===== src/rtl/picx_pkg.sv =====
package picx_pkg;
  // register port select encodings
  localparam logic SEL_MASK = 1'b0;
  localparam logic SEL_PEND = 1'b1;
endpackage


===== src/rtl/picx_level_stage.sv =====
module picx_level_stage #(
  parameter int NUM_LINES = 32
) (
  input  logic                 clk,
  input  logic                 rst,
  input  logic [NUM_LINES-1:0] irq_in,
  output logic [NUM_LINES-1:0] lvl_q,
  output logic [NUM_LINES-1:0] rise
);
  // one flop stage holding the current input levels
  always_ff @(posedge clk) begin
    if (rst) lvl_q <= '0;
    else     lvl_q <= irq_in;
  end

  // a line is rising when sampled high while its held level is low
  always_comb rise = irq_in & ~lvl_q;
endmodule


===== src/rtl/picx_pend_core.sv =====
module picx_pend_core #(
  parameter int NUM_LINES = 32
) (
  input  logic                 clk,
  input  logic                 rst,
  input  logic [NUM_LINES-1:0] lvl_q,
  input  logic                 mask_wr,
  input  logic [NUM_LINES-1:0] mask_wdata,
  input  logic [NUM_LINES-1:0] ack_vec,
  output logic [NUM_LINES-1:0] mask_q,
  output logic [NUM_LINES-1:0] pend_q,
  output logic                 req_q
);
  logic [NUM_LINES-1:0] pend_d;
  logic [NUM_LINES-1:0] mask_d;

  // clear acknowledged bits, then merge the held levels back in,
  // so a line still high wins over its own acknowledge
  always_comb begin
    pend_d = (pend_q & ~ack_vec) | lvl_q;
    mask_d = mask_wr ? mask_wdata : mask_q;
  end

  always_ff @(posedge clk) begin
    if (rst) begin
      pend_q <= '0;
      mask_q <= '0;
      req_q  <= 1'b0;
    end else begin
      pend_q <= pend_d;
      mask_q <= mask_d;
      req_q  <= |(pend_q & mask_q);
    end
  end
endmodule


===== src/rtl/picx_event_bank.sv =====
module picx_event_bank #(
  parameter int NUM_LINES = 32,
  parameter int CNT_W     = 32,
  parameter int IDX_W     = $clog2(NUM_LINES)
) (
  input  logic                 clk,
  input  logic                 rst,
  input  logic [NUM_LINES-1:0] rise,
  input  logic [IDX_W-1:0]     cnt_sel,
  output logic [CNT_W-1:0]     cnt_rdata
);
  logic [CNT_W-1:0] cnt_q [NUM_LINES];

  // each line gets its own counter, since many lines may rise in one cycle
  for (genvar g = 0; g < NUM_LINES; g++) begin : g_cnt
    always_ff @(posedge clk) begin
      if (rst)          cnt_q[g] <= '0;
      else if (rise[g]) cnt_q[g] <= cnt_q[g] + 1'b1;
    end
  end

  // registered read; an index past the last line reads zero
  always_ff @(posedge clk) begin
    if (rst) cnt_rdata <= '0;
    else if (int'(cnt_sel) < NUM_LINES) cnt_rdata <= cnt_q[cnt_sel];
    else cnt_rdata <= '0;
  end
endmodule


===== src/rtl/picx_regport.sv =====
module picx_regport #(
  parameter int NUM_LINES = 32
) (
  input  logic                 clk,
  input  logic                 rst,
  input  logic                 reg_rd,
  input  logic                 reg_wr,
  input  logic                 reg_sel,
  input  logic [NUM_LINES-1:0] reg_wdata,
  input  logic [NUM_LINES-1:0] mask_q,
  input  logic [NUM_LINES-1:0] pend_q,
  output logic                 mask_wr,
  output logic [NUM_LINES-1:0] ack_vec,
  output logic [NUM_LINES-1:0] reg_rdata
);
  import picx_pkg::*;

  always_comb begin
    mask_wr = reg_wr && (reg_sel == SEL_MASK);
    ack_vec = (reg_wr && (reg_sel == SEL_PEND)) ? reg_wdata : '0;
  end

  // read data holds between reads
  always_ff @(posedge clk) begin
    if (rst) reg_rdata <= '0;
    else if (reg_rd) reg_rdata <= (reg_sel == SEL_PEND) ? pend_q : mask_q;
  end
endmodule


===== src/rtl/picx_ctrl.sv =====
module picx_ctrl #(
  parameter int NUM_LINES = 32,
  parameter int CNT_W     = 32,
  parameter int IDX_W     = $clog2(NUM_LINES)
) (
  input  logic                 clk,
  input  logic                 rst,
  input  logic [NUM_LINES-1:0] irq_in,
  input  logic                 reg_rd,
  input  logic                 reg_wr,
  input  logic                 reg_sel,
  input  logic [NUM_LINES-1:0] reg_wdata,
  output logic [NUM_LINES-1:0] reg_rdata,
  input  logic [IDX_W-1:0]     cnt_sel,
  output logic [CNT_W-1:0]     cnt_rdata,
  output logic                 cpu_irq
);
  logic [NUM_LINES-1:0] lvl_q;
  logic [NUM_LINES-1:0] rise;
  logic [NUM_LINES-1:0] mask_q;
  logic [NUM_LINES-1:0] pend_q;
  logic [NUM_LINES-1:0] ack_vec;
  logic                 mask_wr;

  picx_level_stage #(.NUM_LINES(NUM_LINES)) u_lvl (
    .clk(clk), .rst(rst), .irq_in(irq_in), .lvl_q(lvl_q), .rise(rise)
  );

  picx_regport #(.NUM_LINES(NUM_LINES)) u_port (
    .clk(clk), .rst(rst), .reg_rd(reg_rd), .reg_wr(reg_wr),
    .reg_sel(reg_sel), .reg_wdata(reg_wdata), .mask_q(mask_q),
    .pend_q(pend_q), .mask_wr(mask_wr), .ack_vec(ack_vec),
    .reg_rdata(reg_rdata)
  );

  picx_pend_core #(.NUM_LINES(NUM_LINES)) u_core (
    .clk(clk), .rst(rst), .lvl_q(lvl_q), .mask_wr(mask_wr),
    .mask_wdata(reg_wdata), .ack_vec(ack_vec), .mask_q(mask_q),
    .pend_q(pend_q), .req_q(cpu_irq)
  );

  picx_event_bank #(.NUM_LINES(NUM_LINES), .CNT_W(CNT_W), .IDX_W(IDX_W)) u_cnt (
    .clk(clk), .rst(rst), .rise(rise), .cnt_sel(cnt_sel),
    .cnt_rdata(cnt_rdata)
  );
endmodule


===== config.mk =====
export PLATFORM = sky130hd
export DESIGN_NAME = picx_ctrl
export DESIGN_NICKNAME = d
export VERILOG_FILES = /design/src/rtl/picx_pkg.sv /design/src/rtl/picx_level_stage.sv /design/src/rtl/picx_pend_core.sv /design/src/rtl/picx_event_bank.sv /design/src/rtl/picx_regport.sv /design/src/rtl/picx_ctrl.sv
export SDC_FILE = /design/constraint.sdc
export NUM_CORES = 2
export LEC_CHECK = 0
export BUFFER_PORTS_ARGS = -buffer_cell sky130_fd_sc_hd__buf_2
export CAP_MARGIN = 20
export CORE_UTILIZATION = 40
export CTS_BUF_LIST = sky130_fd_sc_hd__clkbuf_4 sky130_fd_sc_hd__clkbuf_8
export DETAILED_ROUTE_END_ITERATION = 8
export MAX_ROUTING_LAYER = met4
export PLACE_DENSITY = 0.58
export SETUP_SLACK_MARGIN = 0.05
export SLEW_MARGIN = 10
export SYNTH_ARGS = -nofsm -noshare
export SYNTH_HDL_FRONTEND = slang
export SYNTH_HIERARCHICAL = 1
export SYNTH_SLANG_ARGS = --single-unit

===== constraint.sdc =====
create_clock -name clk -period 2.3 [get_ports clk]
set_clock_uncertainty 0.2 [all_clocks]
set_input_delay 0.345 -clock clk [delete_from_list [all_inputs] [get_ports clk]]
set_output_delay 0.345 -clock clk [all_outputs]
set_load 0.005 [all_outputs]

==> flow_summary.html <==
<table>
<tr><th>Metric</th><th>Value</th></tr>
<tr><th colspan="2">Status</th></tr>
<tr><td>Outcome</td><td>finished, violations left</td></tr>
<tr><td>Violations in the final reports</td><td>setup timing</td></tr>
<tr><th colspan="2">Timing</th></tr>
<tr><td>Post-layout minimum cycle time</td><td>2.31 ns</td></tr>
<tr><td>Endpoints failing setup</td><td>1</td></tr>
<tr><td>Fmax</td><td>433 MHz</td></tr>
<tr><td>Final hold vios</td><td>0</td></tr>
<tr><td>Setup WS post-layout</td><td>-0.00813 ns</td></tr>
<tr><td>Pins over their slew limit</td><td>0</td></tr>
<tr><td>Slew at the pin with the worst max-slew slack</td><td>1.15 ns</td></tr>
<tr><td>Worst slew margin relative to its limit</td><td>0.232</td></tr>
<tr><td>Total Negative Setup Slacks</td><td>-0.00813 ns</td></tr>
<tr><td>Setup repair after global routing missed its margin</td><td>yes</td></tr>
<tr><td>Final cycle utilization of the critical path</td><td>1.00</td></tr>
<tr><th colspan="2">Clock tree</th></tr>
<tr><td>Latest clock arrival within the worst-skew pair</td><td>0.95 ns</td></tr>
<tr><td>Clock-pin transition on the worst setup and hold timing paths</td><td>0.06 ns</td></tr>
<tr><td>Clock Sinks</td><td>1,185</td></tr>
<tr><td>TritonCTS clock tree</td><td>yes</td></tr>
<tr><td>Clock root cell</td><td>clkbuf_8</td></tr>
<tr><td>CTS H-Tree Depth</td><td>4</td></tr>
<tr><td>Clock buffer count from CTS</td><td>210</td></tr>
<tr><td>Clock buffer depth</td><td>3</td></tr>
<tr><th colspan="2">Die</th></tr>
<tr><td>Number of I/O pins</td><td>139</td></tr>
<tr><td>Height of the chip</td><td>414 µm</td></tr>
<tr><td>DIE WIDTH</td><td>414 µm</td></tr>
<tr><td>Core box area</td><td>168,000 µm²</td></tr>
<tr><td>Total number of placement rows</td><td>150</td></tr>
<tr><td>Starting utilization of the core area</td><td>0.405</td></tr>
<tr><td>Die Area</td><td>172,000 µm²</td></tr>
<tr><th colspan="2">Worst setup path</th></tr>
<tr><td>Required time of the critical path</td><td>2.90 ns</td></tr>
<tr><td>Master of the slowest instance on the critical path</td><td>or4_4</td></tr>
<tr><td>Worst Path Buf+Inv</td><td>1</td></tr>
<tr><td>Sort of element at the start of the critical path</td><td>register</td></tr>
<tr><td>Critical Path Max Stage Delay</td><td>0.56 ns</td></tr>
<tr><td>Top fanout value on the critical path</td><td>7</td></tr>
<tr><td>Cell family with the largest share of critical-path delay</td><td>simple AND/OR/NAND/NOR gates</td></tr>
<tr><td>Worst Path Class, Setup</td><td>reg -&gt; reg</td></tr>
<tr><td>Worst-case reg-to-reg path depth</td><td>5</td></tr>
<tr><td>Startpoint of the worst-slack reg-to-reg timing path</td><td>u_cnt/cnt_q[6][20]</td></tr>
<tr><td>Arrival @ worst endpoint</td><td>2.91 ns</td></tr>
<tr><td>Setup slack of the worst register-to-register path</td><td>-0.008 ns</td></tr>
<tr><td>Critical-path cell list</td><td>inv_1 -&gt; or4_4 -&gt; or4_4 -&gt; or3_1 -&gt; a21oi_2</td></tr>
<tr><td>Cell mode on critical path</td><td>or4_4</td></tr>
<tr><td>Capturing point of the worst reg2reg path</td><td>u_cnt/cnt_q[6][30]</td></tr>
<tr><td>CP endpoint kind</td><td>register</td></tr>
<tr><th colspan="2">Logic synthesis</th></tr>
<tr><td>Portion of the post-synthesis area used by sequential elements</td><td>0.500</td></tr>
<tr><td>Instance count of the mapped netlist</td><td>6,231</td></tr>
<tr><td>Primary flip-flop cell chosen by synthesis mapping</td><td>edfxtp_1</td></tr>
<tr><td>Avg Synthesized Cell Area</td><td>10.9 µm²</td></tr>
<tr><td>Total standard cell area after synthesis</td><td>68,000 µm²</td></tr>
<tr><td>Post-Synthesis Net Count</td><td>6,337</td></tr>
<tr><td>Synthesized flop and latch total</td><td>1,185</td></tr>
<tr><td>Share of flip-flops with an asynchronous set or reset after synthesis</td><td>0</td></tr>
<tr><td>Count of yosys warnings during synthesis</td><td>6</td></tr>
<tr><td>Post-synth cell types</td><td>58</td></tr>
<tr><td>Post-synth EDFFs</td><td>1,024</td></tr>
<tr><th colspan="2">Place</th></tr>
<tr><td>Number of buffer cells added on primary ports</td><td>138</td></tr>
<tr><td>Instance area at placement</td><td>76,700 µm²</td></tr>
<tr><td>Global placer's final weighted congestion</td><td>1.00</td></tr>
<tr><td>Half-perimeter wire length after placement</td><td>165,000 µm</td></tr>
<tr><th colspan="2">Worst hold path</th></tr>
<tr><td>Class of the worst hold path</td><td>in -&gt; reg</td></tr>
<tr><td>Launch point of the worst hold path</td><td>cnt_sel[3]</td></tr>
<tr><td>Hold EP</td><td>u_cnt/cnt_rdata[19]</td></tr>
<tr><td>Number of cells on the worst hold path</td><td>5</td></tr>
<tr><th colspan="2">Drt</th></tr>
<tr><td>Number of nets with antenna violations after detailed routing</td><td>0</td></tr>
<tr><td>Average routed wire per standard cell</td><td>23.0 µm</td></tr>
<tr><td>DR pass1 iterations</td><td>6</td></tr>
<tr><td>Residual DRC count</td><td>0</td></tr>
<tr><td>Vias after detailed routing</td><td>55,300</td></tr>
<tr><td>Post-detailed-route via-to-cell ratio</td><td>5.72</td></tr>
<tr><td>Routed Wire Length</td><td>222,000 µm</td></tr>
<tr><td>First DRT Iteration DRCs</td><td>5,333</td></tr>
<tr><th colspan="2">Layout</th></tr>
<tr><td>Summed area of non-filler cells in the final layout</td><td>83,900 µm²</td></tr>
<tr><td>Layout area overhead</td><td>23.3%</td></tr>
<tr><td>Commonest cells after routing, fill and taps aside</td><td>nor2_1, edfxtp_1, buf_4</td></tr>
<tr><td>Post-layout utilization of the core</td><td>0.499</td></tr>
<tr><td>Final-stage net count</td><td>7,379</td></tr>
<tr><td>Share of cells above drive strength 1</td><td>0.229</td></tr>
<tr><td>Commonest non-fill, non-tap cell in the layout</td><td>nor2_1</td></tr>
<tr><th colspan="2">Pwr</th></tr>
<tr><td>Ratio of total power to cell area</td><td>648 nW/µm²</td></tr>
<tr><td>Leakage power</td><td>0.0303 µW</td></tr>
<tr><td>Overall power after layout</td><td>54,400 µW</td></tr>
<tr><td>Worst voltage drop across the vdd grid</td><td>635 µV</td></tr>
<tr><th colspan="2">Global route</th></tr>
<tr><td>Total routing resource utilization after global routing</td><td>0.259</td></tr>
<tr><td>Via count of the first global-routing pass</td><td>52,400</td></tr>
<tr><td>Number of antenna violations at the first check in global routing</td><td>13</td></tr>
<tr><td>Global-route track usage on met3</td><td>0.0417</td></tr>
<tr><td>First-pass GRT wire length</td><td>330,000 µm</td></tr>
<tr><td>Met1 GRT Util</td><td>0.350</td></tr>
<tr><td>Overflow after GRT</td><td>0</td></tr>
<tr><td>Met2 Track Usage GR</td><td>0.388</td></tr>
<tr><td>Most used routing layer</td><td>met2</td></tr>
<tr><td>Pin count of the biggest net entering global routing</td><td>67</td></tr>
<tr><th colspan="2">Run</th></tr>
<tr><td>Total of max-cap violations</td><td>0</td></tr>
</table>
## through the flow
step,worst slack [ns],cells,hold slack [ns]
CTS,0.0226,9622,0.0380
floorplan,-0.00989,6231,0.217
detailed placement,-0.383,9019,0.254
global route,-0.0424,9662,0.0866
finish,-0.00813,9664,0.105
global placement,-0.399,9019,0.247
## worst min-delay path, cell delays in order
cell     delay [ns]
buf_2          0.18
buf_4          0.23
buf_4          0.24
nand2_1        0.11
a31oi_1        0.08
## timing repair
action                                  in CTS  in global routing
pin swaps                                    1                 39
endpoints found under the setup margin      20                136
gates resized for setup                     14                101
buffers inserted                             5                 41
hold buffers                               208                  0
cloned                                       1                  1
hold endpoints to repair                   385                  0
## how the worst max path moves through the flow
| stage | from | to | slack, ns | cells past startpoint |
|---|---|---|---|---|
| floorplan | cnt_sel[1] | u_cnt/cnt_rdata[12] | -0.01 | 8 |
| global placement | cnt_sel[2] | u_cnt/cnt_rdata[1] | -0.40 | 8 |
| detailed placement | cnt_sel[2] | u_cnt/cnt_rdata[1] | -0.38 | 8 |
| CTS | u_cnt/cnt_rdata[1] | cnt_rdata[1] | 0.02 | 1 |
| global route | u_cnt/cnt_q[6][21] | u_cnt/cnt_q[6][26] | -0.04 | 5 |
| finish | u_cnt/cnt_q[6][20] | u_cnt/cnt_q[6][30] | -0.008 | 5 |
## state kept, by name, indices dropped and copies added (netlist names)
signal / cells
u_cnt/cnt_q: 1024
u_cnt/cnt_rdata: 32
u_core/mask_q: 32
u_core/pend_q: 32
u_lvl/lvl_q: 32
u_port/reg_rdata: 32
u_core/req_q: 1
## Yosys cell counts (80+ instances only)
| master | instances | area, µm² |
|---|---|---|
| nor2_1 | 1085 | 4070 |
| edfxtp_1 | 1024 | 30700 |
| xor2_1 | 567 | 4970 |
| nand3_1 | 371 | 1860 |
| nand2_1 | 347 | 1300 |
| nand4_1 | 332 | 2080 |
| xnor2_1 | 295 | 2580 |
| mux4_2 | 255 | 5740 |
| and3_1 | 202 | 1260 |
| clkbuf_1 | 200 | 751 |
| dfxtp_1 | 161 | 3220 |
| mux2i_1 | 140 | 1400 |
| a21oi_1 | 136 | 681 |
| nor3_1 | 132 | 661 |
| inv_1 | 107 | 402 |
| and4_1 | 102 | 893 |
| or3_1 | 95 | 594 |
| o21ai_0 | 90 | 450 |
| nor2b_1 | 82 | 513 |
| nor4_1 | 80 | 500 |
## area by class of cell
cell class | instances | area, µm²
tap | 2204 | 2760
timing repair buffer | 1125 | 9460
clock inverter | 103 | 692
inverter | 108 | 405
antenna | 10 | 25.0
multi-input combinational | 4643 | 33000
clock buffer | 286 | 3590
sequential | 1185 | 34000
fill | 15000 | 84100
## cell families after synthesis
logic type | count (synthesis) | synth area share
compound gates | 368 | 0.0336
xor+xnor | 862 | 0.111
fa+ha+maj | 32 | 0.00589
buf+inv | 403 | 0.0246
flops | 1185 | 0.500
mux | 417 | 0.109
simple gates | 2964 | 0.216
## metal layers
layer  routed length, µm  part of all wire  vias up
met1               94600              0.43    27600
met3               17200             0.078      414
li1                    -                 -    25200
met4                9750             0.044        0
met5                   0                 0        -
met2              100000              0.45     2119
## power by group
group          switching [µW]  internal (µW)
logic                    3700           3320
registers                1870          25000
clock network            9480          11000
total                   15000          39300
No activity file was read; power rests on OpenSTA's default activity.
